### config.mk
export PLATFORM = sky130hd
export DESIGN_NAME = xlat_tlb
export DESIGN_NICKNAME = d
export VERILOG_FILES = /design/src/rtl/tlb_pkg.sv /design/src/rtl/tlb_cam_match.sv /design/src/rtl/tlb_victim.sv /design/src/rtl/xlat_tlb.sv
export SDC_FILE = /design/constraint.sdc
export NUM_CORES = 1
export LEC_CHECK = 0
export BUFFER_PORTS_ARGS = -buffer_cell sky130_fd_sc_hd__buf_2
export CORE_ASPECT_RATIO = 1.4
export CORE_UTILIZATION = 50
export CTS_CLUSTER_SIZE = 30
export DETAILED_ROUTE_END_ITERATION = 6
export GPL_ROUTABILITY_DRIVEN = 0
export PLACE_DENSITY_LB_ADDON = 0.1
export SETUP_SLACK_MARGIN = 0.15
export SYNTH_ARGS = -nofsm -noshare
export SYNTH_HDL_FRONTEND = slang
export SYNTH_HIERARCHICAL = 1
export SYNTH_SLANG_ARGS = --single-unit
### constraint.sdc
create_clock -name clk -period 8.98 [get_ports clk]
set_input_delay 0.898 -clock clk [delete_from_list [all_inputs] [get_ports clk]]
set_output_delay 0.898 -clock clk [all_outputs]
set_load 0.005 [all_outputs]
### src/rtl/tlb_pkg.sv
package tlb_pkg;

  // Rights decision for one access against one entry.
  function automatic logic access_ok(input logic can_rd, input logic can_wr,
                                     input logic usr_ok, input logic is_wr,
                                     input logic is_user);
    if (is_user && !usr_ok) return 1'b0;
    return is_wr ? can_wr : can_rd;
  endfunction

endpackage

### src/rtl/tlb_cam_match.sv
module tlb_cam_match #(
  parameter int N     = 8,
  parameter int TAG_W = 20
) (
  input  logic [N-1:0]            valid_vec,
  input  logic [N-1:0][TAG_W-1:0] tags,
  input  logic [TAG_W-1:0]        key,
  output logic [N-1:0]            match
);
  for (genvar i = 0; i < N; i++) begin : g_cmp
    assign match[i] = valid_vec[i] && (tags[i] == key);
  end
endmodule

### src/rtl/tlb_victim.sv
module tlb_victim #(
  parameter int N     = 8,
  parameter int IDX_W = $clog2(N)
) (
  input  logic             clk,
  input  logic             rst,
  input  logic             flush,
  input  logic             fill_go,
  input  logic [N-1:0]     valid_vec,
  output logic [IDX_W-1:0] victim
);
  logic [IDX_W-1:0] ptr_q;
  logic             free_found;

  always_comb begin
    victim     = ptr_q;
    free_found = 1'b0;
    for (int i = 0; i < N; i++) begin
      if (!free_found && !valid_vec[i]) begin
        victim     = IDX_W'(i);
        free_found = 1'b1;
      end
    end
  end

  always_ff @(posedge clk) begin
    if (rst || flush) begin
      ptr_q <= '0;
    end else if (fill_go && !free_found) begin
      ptr_q <= (ptr_q == IDX_W'(N-1)) ? '0 : ptr_q + 1'b1;
    end
  end

  // the pointer stays put while a free slot takes the refill
  assert_ptr_hold_R10: assert property (@(posedge clk) disable iff (rst)
    (fill_go && !flush && !(&valid_vec)) |=> $stable(ptr_q));
endmodule

### src/rtl/xlat_tlb.sv
module xlat_tlb #(
  parameter int VA_W    = 32,
  parameter int OFF_W   = 12,
  parameter int PPN_W   = 20,
  parameter int ENTRIES = 8
) (
  input  logic                   clk,
  input  logic                   rst,
  input  logic                   req_valid,
  input  logic [VA_W-1:0]        req_va,
  input  logic                   req_wr,
  input  logic                   req_user,
  input  logic                   fill_valid,
  input  logic [VA_W-OFF_W-1:0]  fill_vpn,
  input  logic [PPN_W-1:0]       fill_ppn,
  input  logic                   fill_rd,
  input  logic                   fill_wr,
  input  logic                   fill_usr,
  input  logic                   flush,
  output logic                   rsp_hit,
  output logic                   rsp_miss,
  output logic                   rsp_fault,
  output logic [PPN_W+OFF_W-1:0] rsp_pa,
  output logic                   rsp_dirty
);
  localparam int VPN_W = VA_W - OFF_W;
  localparam int PA_W  = PPN_W + OFF_W;
  localparam int IDX_W = (ENTRIES > 1) ? $clog2(ENTRIES) : 1;

  // entry storage: status flags in vectors, tag and page number in arrays
  logic [ENTRIES-1:0]            v_q, rd_q, wr_q, usr_q, dty_q;
  logic [ENTRIES-1:0][VPN_W-1:0] tag_q;
  logic [ENTRIES-1:0][PPN_W-1:0] ppn_q;

  // lookup side
  logic [VPN_W-1:0]   lk_vpn;
  logic [OFF_W-1:0]   lk_off;
  logic [ENTRIES-1:0] lk_match;
  logic               lk_any;
  logic [IDX_W-1:0]   lk_idx;
  logic               lk_ok, lk_hit, lk_fault, lk_miss;

  assign lk_vpn = req_va[VA_W-1:OFF_W];
  assign lk_off = req_va[OFF_W-1:0];

  tlb_cam_match #(.N(ENTRIES), .TAG_W(VPN_W)) u_lk_cam (
    .valid_vec(v_q), .tags(tag_q), .key(lk_vpn), .match(lk_match)
  );

  always_comb begin
    lk_idx = '0;
    for (int i = 0; i < ENTRIES; i++) begin
      if (lk_match[i]) lk_idx = lk_idx | IDX_W'(i);
    end
  end

  assign lk_any   = |lk_match;
  assign lk_ok    = tlb_pkg::access_ok(rd_q[lk_idx], wr_q[lk_idx], usr_q[lk_idx],
                                       req_wr, req_user);
  assign lk_hit   = req_valid && lk_any && lk_ok;
  assign lk_fault = req_valid && lk_any && !lk_ok;
  assign lk_miss  = req_valid && !lk_any;

  // refill side
  logic [ENTRIES-1:0] fl_match;
  logic               fl_dup;
  logic [IDX_W-1:0]   fl_dup_idx, fl_victim, fl_idx;
  logic               fl_go;

  tlb_cam_match #(.N(ENTRIES), .TAG_W(VPN_W)) u_fl_cam (
    .valid_vec(v_q), .tags(tag_q), .key(fill_vpn), .match(fl_match)
  );

  always_comb begin
    fl_dup_idx = '0;
    for (int i = 0; i < ENTRIES; i++) begin
      if (fl_match[i]) fl_dup_idx = fl_dup_idx | IDX_W'(i);
    end
  end

  assign fl_dup = |fl_match;
  assign fl_go  = fill_valid && !flush && !fl_dup;
  assign fl_idx = fl_dup ? fl_dup_idx : fl_victim;

  tlb_victim #(.N(ENTRIES), .IDX_W(IDX_W)) u_victim (
    .clk(clk), .rst(rst), .flush(flush), .fill_go(fl_go),
    .valid_vec(v_q), .victim(fl_victim)
  );

  // flags: reset and flush clear valid; refill after dirty update so it wins
  always_ff @(posedge clk) begin
    if (rst || flush) begin
      v_q <= '0;
    end else begin
      if (lk_hit && req_wr) dty_q[lk_idx] <= 1'b1;
      if (fill_valid) begin
        v_q[fl_idx]   <= 1'b1;
        rd_q[fl_idx]  <= fill_rd;
        wr_q[fl_idx]  <= fill_wr;
        usr_q[fl_idx] <= fill_usr;
        dty_q[fl_idx] <= 1'b0;
      end
    end
  end

  // tag and page arrays: plain write port, no reset
  always_ff @(posedge clk) begin
    if (fill_valid && !flush && !rst) begin
      tag_q[fl_idx] <= fill_vpn;
      ppn_q[fl_idx] <= fill_ppn;
    end
  end

  // registered response
  always_ff @(posedge clk) begin
    if (rst) begin
      rsp_hit   <= 1'b0;
      rsp_miss  <= 1'b0;
      rsp_fault <= 1'b0;
      rsp_pa    <= '0;
      rsp_dirty <= 1'b0;
    end else begin
      rsp_hit   <= lk_hit;
      rsp_miss  <= lk_miss;
      rsp_fault <= lk_fault;
      rsp_pa    <= lk_hit ? {ppn_q[lk_idx], lk_off} : PA_W'(0);
      rsp_dirty <= lk_hit && (dty_q[lk_idx] || req_wr);
    end
  end

  // at most one outcome at a time
  assert_one_outcome_R4: assert property (@(posedge clk) disable iff (rst)
    $onehot0({rsp_hit, rsp_miss, rsp_fault}));
  // each request answered on the next cycle
  assert_req_answered_R4: assert property (@(posedge clk) disable iff (rst)
    req_valid |=> (rsp_hit || rsp_miss || rsp_fault));
  // silence when nothing was asked
  assert_idle_quiet_R4: assert property (@(posedge clk) disable iff (rst)
    !req_valid |=> !(rsp_hit || rsp_miss || rsp_fault));
  // offset passes through untouched
  assert_offset_kept_R2: assert property (@(posedge clk) disable iff (rst)
    rsp_hit |-> (rsp_pa[OFF_W-1:0] == $past(req_va[OFF_W-1:0])));
  // a fault carries no address
  assert_fault_no_pa_R5: assert property (@(posedge clk) disable iff (rst)
    (rsp_fault || rsp_miss) |-> (rsp_pa == '0 && !rsp_dirty));
  // a granted write reports a dirty page
  assert_write_dirty_R7: assert property (@(posedge clk) disable iff (rst)
    (rsp_hit && $past(req_wr)) |-> rsp_dirty);
  // flush leaves nothing valid
  assert_flush_empty_R8: assert property (@(posedge clk) disable iff (rst)
    flush |=> (v_q == '0));
  // no page tag held twice
  assert_no_dup_R9: assert property (@(posedge clk) disable iff (rst)
    $onehot0(fl_match));
endmodule

==> run_summary.xml, run 1 <==
<?xml version="1.0" encoding="UTF-8"?>
<metrics>
  <group name="pwr">
    <metric name="p_leak" unit="nW">6.56</metric>
    <metric name="design_power_total" unit="mW">3.89</metric>
    <metric name="power.density" unit="nW/um2">196</metric>
    <metric name="vdd.ir_drop.worst" unit="mV">0.182</metric>
  </group>
  <group name="sta">
    <metric name="setup-violations-final" unit="">0</metric>
    <metric name="rsz0062_at_grt" unit="">false</metric>
    <metric name="tightestPinTransition" unit="ns">0.977</metric>
    <metric name="setup_tns" unit="ns">0</metric>
    <metric name="fmaxAchievable" unit="MHz">219</metric>
    <metric name="final.setup_skew" unit="ns">0.0125</metric>
    <metric name="fin_crit_sh" unit="%">50.9</metric>
    <metric name="finalHoldViolCount" unit="">0</metric>
    <metric name="slew_viol_final" unit="">0</metric>
    <metric name="max-slew-margin-rel" unit="%">34.3</metric>
    <metric name="setup_slack_after_layout" unit="ns">4.41</metric>
    <metric name="fin_crit" unit="ns">4.57</metric>
  </group>
  <group name="floorplanning">
    <metric name="core.rowCount" unit="">81</metric>
    <metric name="fp.dieW" unit="um">161</metric>
    <metric name="die_y" unit="um">225</metric>
    <metric name="initial_utilization" unit="%">50.8</metric>
    <metric name="core_area" unit="um2">34900</metric>
    <metric name="io_pins" unit="">118</metric>
    <metric name="floorplan.die_area" unit="um2">36200</metric>
  </group>
  <group name="logic_synthesis">
    <metric name="ys_warn_count" unit="">6</metric>
    <metric name="synth_top_area_share" unit="%">59.7</metric>
    <metric name="synth.distinct_cells" unit="">60</metric>
    <metric name="synth.cells.most_frequent" unit="">352 x sky130_fd_sc_hd__edfxtp_1, 192 x sky130_fd_sc_hd__xnor2_1, 124 x sky130_fd_sc_hd__xor2_1, 66 x sky130_fd_sc_hd__nand2_1, 50 x sky130_fd_sc_hd__nand4_1</metric>
    <metric name="synthMostInstantiatedCell" unit="">sky130_fd_sc_hd__edfxtp_1</metric>
    <metric name="synthesis.area" unit="um2">17700</metric>
    <metric name="asr_flop_ratio_synth" unit="%">0</metric>
    <metric name="edff_count_synth" unit="">352</metric>
    <metric name="ys_seq_elements" unit="">399</metric>
    <metric name="ys_dominant_reg_cell" unit="">sky130_fd_sc_hd__edfxtp_1</metric>
    <metric name="synth_seq_area_share" unit="%">65.0</metric>
    <metric name="synth_top_cells_by_area" unit="">sky130_fd_sc_hd__edfxtp_1 60%, sky130_fd_sc_hd__xnor2_1 9.5%, sky130_fd_sc_hd__xor2_1 6.1%, sky130_fd_sc_hd__dfxtp_1 5.3%, sky130_fd_sc_hd__a222oi_1 2.1%</metric>
    <metric name="syn-instance-count" unit="">1236</metric>
    <metric name="mean_cell_area_of_the_mapped_netlist" unit="um2">14.3</metric>
    <metric name="synth_nets" unit="">1320</metric>
    <metric name="synth_top_area_cell" unit="">sky130_fd_sc_hd__edfxtp_1</metric>
  </group>
  <group name="route">
    <metric name="drt-initial-drc-count" unit="">860</metric>
    <metric name="postRouteWirelength" unit="um">46000</metric>
    <metric name="antenna_left" unit="">0</metric>
    <metric name="detail_route.drc_violations" unit="">0</metric>
    <metric name="drt-vias-per-instance" unit="">5.86</metric>
    <metric name="detail_route.wl_per_cell" unit="um">25.2</metric>
    <metric name="detailroute.via_count" unit="">10700</metric>
    <metric name="dr.pass1.iters" unit="">7</metric>
  </group>
  <group name="final_layout">
    <metric name="design.final.nets" unit="">1426</metric>
    <metric name="drive_gt1_share" unit="%">17.6</metric>
    <metric name="synthesis_to_layout_area_growth" unit="%">12.2</metric>
    <metric name="finish.instance_area" unit="um2">19900</metric>
  </group>
  <group name="setup_path">
    <metric name="worst_setup_path_end_kind" unit="">flop</metric>
    <metric name="timing.critical_path.from" unit="">req_va[27]</metric>
    <metric name="crit_required" unit="ns">9.46</metric>
    <metric name="setup.worst_path.start_class" unit="">input pin</metric>
    <metric name="critical_path.max_fanout" unit="">46</metric>
    <metric name="crit-reg2reg-launch" unit="">tag_q[75]</metric>
    <metric name="timing.rr.end" unit="">rsp_pa[25]</metric>
    <metric name="critical_path_class" unit="">in -&gt; reg</metric>
    <metric name="cp_data_arrival_time" unit="ns">5.05</metric>
    <metric name="setup.reg_to_reg.worst_slack" unit="ns">4.56</metric>
    <metric name="worst_reg2reg_path_depth" unit="">12</metric>
    <metric name="cp-endpoint" unit="">rsp_pa[25]</metric>
  </group>
  <group name="cts">
    <metric name="tritoncts.num_buffers" unit="">39</metric>
    <metric name="cts.root.buffer_cell" unit="">sky130_fd_sc_hd__clkbuf_16</metric>
    <metric name="cts.clk_slew.worst_paths" unit="ns">0.06</metric>
    <metric name="cts_repair_resize_count" unit="">0</metric>
    <metric name="cts.repair_timing.setup_buffer_count" unit="">0</metric>
    <metric name="htreeDepth" unit="">2</metric>
    <metric name="cts_num_sinks" unit="">399</metric>
    <metric name="tritoncts_clock_tree" unit="">yes</metric>
    <metric name="cts.hold.buffers_added" unit="">0</metric>
    <metric name="latest_clock_arrival_within_the_worst_skew_pair" unit="ns">0.54</metric>
    <metric name="clock_path_buffers" unit="">3</metric>
  </group>
  <group name="global_routing">
    <metric name="vias_in_the_first_global_route" unit="">10900</metric>
    <metric name="overflow_after_grt" unit="">0</metric>
    <metric name="grt_antenna_before_repair" unit="">2</metric>
    <metric name="maximum_number_of_pins_on_one_net_before_global_route_repair" unit="">47</metric>
    <metric name="grt_pass1_wl" unit="um">67800</metric>
    <metric name="grt_usage" unit="%">25.8</metric>
  </group>
  <group name="placed_design">
    <metric name="dp.final_hpwl" unit="um">29700</metric>
    <metric name="post-place-ws" unit="ns">3.82</metric>
    <metric name="placed_cell_area" unit="um2">18600</metric>
    <metric name="placement.io_buffers" unit="">117</metric>
  </group>
  <group name="outcome">
    <metric name="run_status" unit="">complete, no violations</metric>
  </group>
  <group name="hold_path">
    <metric name="hold_class" unit="">reg -&gt; reg</metric>
  </group>
  <group name="flow_run">
    <metric name="timing.max_cap.violations" unit="">0</metric>
  </group>
</metrics>
## area by class of cell
| type | count | area (um2) |
|---|---|---|
| timing repair buffer | 136 | 728 |
| tap | 456 | 571 |
| inverter | 9 | 41.3 |
| clock buffer | 49 | 1070 |
| sequential | 399 | 11500 |
| antenna | 1 | 2.50 |
| multi-input combinational | 757 | 5720 |
| fill | 2884 | 15000 |
| clock inverter | 21 | 233 |
## registers in the layout (all words and copies together), names as in the netlist
| signal | cells |
|---|---|
| ppn_q | 160 |
| rsp_pa | 32 |
| u_victim/ptr_q | 3 |
| rsp_fault | 1 |
| rsp_hit | 1 |
| usr_q | 8 |
| rsp_dirty | 1 |
| wr_q | 8 |
| v_q | 8 |
| tag_q | 160 |
| rd_q | 8 |
| dty_q | 8 |
| rsp_miss | 1 |
## per-stage QoR
step                      instances  utilization [%]  hold slack [ns]
after global routing           1828             57.0            0.547
after global placement         1757             53.3            0.512
after CTS                      1827             57.0            0.535
after floorplan                1236                -            0.465
after detailed placement       1757             53.3            0.524
final                          1828             57.0            0.532
## cell families after synthesis
family                   Yosys count  share of synthesized area (%)
flip-flops                       399                           65.0
XOR/XNOR                         320                           16.0
AND/OR/NAND/NOR                  308                           9.80
AO/OA/AOI/OAI                    124                           5.67
buffers and inverters             80                           3.21
multiplexers                       3                          0.170
adder cells (fa/ha/maj)            2                          0.141
## worst max-delay path, cell delays in order
cell and delay [ns]:
sky130_fd_sc_hd__buf_2 0.20, sky130_fd_sc_hd__xor2_1 0.20, sky130_fd_sc_hd__nor4_1 0.30, sky130_fd_sc_hd__nand4_1 0.26
sky130_fd_sc_hd__nor4_2 0.86, sky130_fd_sc_hd__nor2_1 0.37, sky130_fd_sc_hd__o21ai_4 0.22, sky130_fd_sc_hd__buf_4 0.53
sky130_fd_sc_hd__a221o_1 0.28, sky130_fd_sc_hd__a21oi_2 0.12, sky130_fd_sc_hd__a211oi_4 0.16, sky130_fd_sc_hd__buf_4 0.37
sky130_fd_sc_hd__and3_1 0.22
## routing by layer
metal,GRT usage (%),vias up,wire (um)
met5,0,-,12
met4,13.7,2,2430
met3,3.04,105,2270
met2,45.0,369,23500
met1,31.1,5404,17800
li1,-,4831,-
## worst min path at each step
stage,start,to,cells after the start
finish,u_victim/ptr_q[0],u_victim/ptr_q[0],2
global route,req_va[4],rsp_pa[4],2
CTS,req_va[4],rsp_pa[4],2
detailed placement,u_victim/ptr_q[0],u_victim/ptr_q[0],2
global placement,u_victim/ptr_q[0],u_victim/ptr_q[0],2
floorplan,u_victim/ptr_q[0],u_victim/ptr_q[0],2
## where the power goes
| group | leakage [nW] | total, mW | internal (mW) | switching [mW] |
|---|---|---|---|---|
| Combinational | 2.38 | 0.188 | 0.0655 | 0.122 |
| Sequential | 3.55 | 2.03 | 2.03 | 0.00512 |
| Clock | 0.635 | 1.67 | 0.986 | 0.687 |
## placed cells by master (no fill, tap or decap), types with 6 or more instances in the layout
cell type | Yosys | layout
sky130_fd_sc_hd__a21oi_1 | 26 | 26
sky130_fd_sc_hd__a221oi_1 | 6 | 6
sky130_fd_sc_hd__a222oi_1 | 37 | 37
sky130_fd_sc_hd__a31oi_1 | 6 | 6
sky130_fd_sc_hd__and2_1 | 13 | 13
sky130_fd_sc_hd__and3_1 | 17 | 17
sky130_fd_sc_hd__buf_2 | 16 | 117
sky130_fd_sc_hd__buf_4 | 2 | 19
sky130_fd_sc_hd__clkbuf_1 | 17 | 7
sky130_fd_sc_hd__clkbuf_16 | 0 | 41
sky130_fd_sc_hd__clkinv_2 | 0 | 8
sky130_fd_sc_hd__dfxtp_1 | 47 | 47
sky130_fd_sc_hd__edfxtp_1 | 352 | 352
sky130_fd_sc_hd__inv_1 | 8 | 8
sky130_fd_sc_hd__nand2_1 | 66 | 66
sky130_fd_sc_hd__nand3_1 | 37 | 37
sky130_fd_sc_hd__nand4_1 | 50 | 50
sky130_fd_sc_hd__nor2_1 | 45 | 37
sky130_fd_sc_hd__nor2_4 | 0 | 9
sky130_fd_sc_hd__nor4_1 | 39 | 39
sky130_fd_sc_hd__nor4_2 | 18 | 17
sky130_fd_sc_hd__o21a_1 | 12 | 12
sky130_fd_sc_hd__o21ai_0 | 6 | 6
sky130_fd_sc_hd__o22a_1 | 7 | 7
sky130_fd_sc_hd__xnor2_1 | 192 | 192
sky130_fd_sc_hd__xor2_1 | 124 | 124
No activity file was read; power rests on OpenSTA's default activity.
==> run 2, diff against run 1 <==
==> constraint.sdc (replaced) <==
create_clock -name clk -period 4.1 [get_ports clk]
set_input_delay 0.41 -clock clk [delete_from_list [all_inputs] [get_ports clk]]
set_output_delay 0.41 -clock clk [all_outputs]
set_load 0.005 [all_outputs]
==> run_summary.xml, run 2 (synthesis gave the netlist of run 1 again) <==
<?xml version="1.0" encoding="UTF-8"?>
<metrics>
  <group name="outcome">
    <metric name="run_status" unit="">complete, no violations</metric>
  </group>
  <group name="setup_path">
    <metric name="critical_path.max_fanout" unit="">6</metric>
    <metric name="timing.critical_path.slowest_cell_delay" unit="ns">0.45</metric>
    <metric name="setup.reg_to_reg.worst_slack" unit="ns">0.49</metric>
    <metric name="crit_required" unit="ns">4.39</metric>
    <metric name="cp_data_arrival_time" unit="ns">3.91</metric>
    <metric name="critical_path_class" unit="">reg -&gt; reg</metric>
    <metric name="timing.critical_path.from" unit="">tag_q[145]</metric>
    <metric name="setup.worst_path.start_class" unit="">flop</metric>
    <metric name="crit_slowest_cell" unit="">sky130_fd_sc_hd__edfxtp_1</metric>
    <metric name="crit-reg2reg-launch" unit="">tag_q[145]</metric>
    <metric name="timing.rr.end" unit="">dty_q[6]</metric>
    <metric name="worst_reg2reg_path_depth" unit="">12</metric>
    <metric name="worst_setup_path_end_kind" unit="">flop</metric>
    <metric name="cp-endpoint" unit="">dty_q[6]</metric>
    <metric name="critical_path.cell_chain" unit="">xor2_2, nor4_1, nand4_1, nor4_2, buf_4, or4_1, nor3b_1, a2111o_1, a21oi_2, nor4_2, buf_4, a22o_1</metric>
  </group>
  <group name="cts">
    <metric name="clock_path_buffers" unit="">3</metric>
    <metric name="htreeDepth" unit="">2</metric>
    <metric name="tritoncts.num_buffers" unit="">39</metric>
    <metric name="cts_repair_resize_count" unit="">0</metric>
    <metric name="cts.clk_slew.worst_paths" unit="ns">0.06</metric>
    <metric name="cts.hold.buffers_added" unit="">0</metric>
    <metric name="cts.root.buffer_cell" unit="">sky130_fd_sc_hd__clkbuf_16</metric>
    <metric name="latest_clock_arrival_within_the_worst_skew_pair" unit="ns">0.55</metric>
    <metric name="cts_num_sinks" unit="">399</metric>
    <metric name="cts.repair_timing.setup_buffer_count" unit="">0</metric>
    <metric name="tritoncts_clock_tree" unit="">yes</metric>
  </group>
  <group name="sta">
    <metric name="max-slew-margin-rel" unit="%">33.3</metric>
    <metric name="setup-violations-final" unit="">0</metric>
    <metric name="fin_crit" unit="ns">3.61</metric>
    <metric name="final.setup_skew" unit="ns">0.0132</metric>
    <metric name="slew_viol_final" unit="">0</metric>
    <metric name="fin_crit_sh" unit="%">88.1</metric>
    <metric name="finalHoldViolCount" unit="">0</metric>
    <metric name="finalHoldWorstSlack" unit="ns">0.0589</metric>
    <metric name="fmaxAchievable" unit="MHz">277</metric>
    <metric name="rsz0062_at_grt" unit="">false</metric>
    <metric name="setup_slack_after_layout" unit="ns">0.486</metric>
    <metric name="tightestPinTransition" unit="ns">0.992</metric>
  </group>
  <group name="placed_design">
    <metric name="dp.final_hpwl" unit="um">31200</metric>
    <metric name="placement.io_buffers" unit="">117</metric>
    <metric name="post-place-ws" unit="ns">0.189</metric>
  </group>
  <group name="route">
    <metric name="antenna_left" unit="">0</metric>
    <metric name="drt-vias-per-instance" unit="">5.72</metric>
    <metric name="detail_route.drc_violations" unit="">0</metric>
    <metric name="detail_route.wl_per_cell" unit="um">24.2</metric>
    <metric name="detailroute.via_count" unit="">10900</metric>
    <metric name="dr.pass1.iters" unit="">5</metric>
    <metric name="postRouteWirelength" unit="um">46100</metric>
    <metric name="drt-initial-drc-count" unit="">863</metric>
  </group>
  <group name="flow_run">
    <metric name="timing.max_cap.violations" unit="">0</metric>
  </group>
  <group name="pwr">
    <metric name="switching_part_of_the_total_power" unit="%">21.1</metric>
    <metric name="switchingPower" unit="mW">1.79</metric>
    <metric name="power.internal" unit="mW">6.67</metric>
    <metric name="power.density" unit="nW/um2">410</metric>
    <metric name="power_frac_comb" unit="%">5.2</metric>
    <metric name="p_leak" unit="nW">6.96</metric>
    <metric name="power.share.clock" unit="%">42.2</metric>
    <metric name="vdd.ir_drop.worst" unit="mV">0.394</metric>
    <metric name="pwr-share-seq" unit="%">52.6</metric>
  </group>
  <group name="final_layout">
    <metric name="fillers" unit="">2815</metric>
    <metric name="reg_top3" unit="">ppn_q x160, tag_q x160, rsp_pa x32</metric>
    <metric name="layout.cells.most_common" unit="">sky130_fd_sc_hd__edfxtp_1</metric>
    <metric name="synthesis_to_layout_area_growth" unit="%">16.4</metric>
    <metric name="drive_gt1_share" unit="%">21.6</metric>
    <metric name="final_cell_mix" unit="">352 x sky130_fd_sc_hd__edfxtp_1, 192 x sky130_fd_sc_hd__xnor2_1, 124 x sky130_fd_sc_hd__xor2_1</metric>
    <metric name="finish.utilization" unit="%">59.1</metric>
    <metric name="design.final.nets" unit="">1499</metric>
  </group>
  <group name="floorplanning">
    <metric name="core_area" unit="um2">34900</metric>
    <metric name="io_pins" unit="">118</metric>
    <metric name="initial_utilization" unit="%">50.8</metric>
    <metric name="core.rowCount" unit="">81</metric>
    <metric name="die_y" unit="um">225</metric>
    <metric name="floorplan.die_area" unit="um2">36200</metric>
    <metric name="fp.dieW" unit="um">161</metric>
  </group>
  <group name="global_routing">
    <metric name="grt_usage" unit="%">26.0</metric>
    <metric name="maximum_number_of_pins_on_one_net_before_global_route_repair" unit="">41</metric>
    <metric name="grt_pass1_wl" unit="um">69000</metric>
    <metric name="overflow_after_grt" unit="">0</metric>
    <metric name="vias_in_the_first_global_route" unit="">11000</metric>
    <metric name="grt_antenna_before_repair" unit="">4</metric>
  </group>
  <group name="hold_path">
    <metric name="hold_class" unit="">in -&gt; reg</metric>
  </group>
</metrics>
==> run 2: critical path, delay by kind of cell, from the launching register on <==
family          cells  cell delay [ns]
buf+inv             2             0.37
simple gates        6             1.48
flops               1             0.45
xor+xnor            1             0.17
compound gates      3             0.89
==> run 2: worst min-delay path by stage <==
stage | from | end | slack, ns | cells after the start
after CTS | req_va[5] | rsp_pa[5] | 0.04 | 2
after floorplan | u_victim/ptr_q[0] | u_victim/ptr_q[0] | 0.47 | 2
after global placement | u_victim/ptr_q[0] | u_victim/ptr_q[0] | 0.51 | 2
after detailed placement | u_victim/ptr_q[0] | u_victim/ptr_q[0] | 0.51 | 2
after global routing | req_va[6] | rsp_pa[6] | 0.05 | 2
final | req_va[5] | rsp_pa[5] | 0.06 | 2
==> run 2: metal layers <==
layer,track usage (%),routed length [um]
met2,46.6,24000
met3,3.25,1970
met4,11.5,2010
met1,31.3,18100
met5,0,8
==> run 2: area by class of cell <==
class | instances | area (um2) | area share [%]
diodes | 3 | 7.51 | 0.0364
well taps | 456 | 571 | 2.77
clock buffers | 54 | 1090 | 5.31
repair buffers | 209 | 1490 | 7.23
flip-flops and latches | 399 | 11500 | 55.9
clock inverters | 16 | 174 | 0.844
inverters | 9 | 41.3 | 0.200
multi-input cells | 757 | 5720 | 27.8
==> run 2: power groups by stage <==
stage | combinational (mW) | clock [mW] | sequential [mW]
5_1_grt | 0.471 | 3.77 | 4.45
3_5_place_dp | 0.441 | 0 | 4.53
4_1_cts | 0.443 | 3.64 | 4.45
2_1_floorplan | 0.264 | 0 | 4.54
6_report | 0.440 | 3.57 | 4.45
3_3_place_gp | 0.435 | 0 | 4.53
==> run 2: per-stage QoR <==
| step | area, um2 | std cells | TNS, ns | total power, mW |
|---|---|---|---|---|
| global route | 20600 | 1902 | 0 | 8.68 |
| global placement | 19300 | 1830 | 0 | 4.97 |
| detailed placement | 19300 | 1830 | 0 | 4.97 |
| finish | 20600 | 1903 | 0 | 8.46 |
| CTS | 20600 | 1900 | 0 | 8.53 |
| floorplan | 17700 | 1236 | -24.42 | 4.80 |
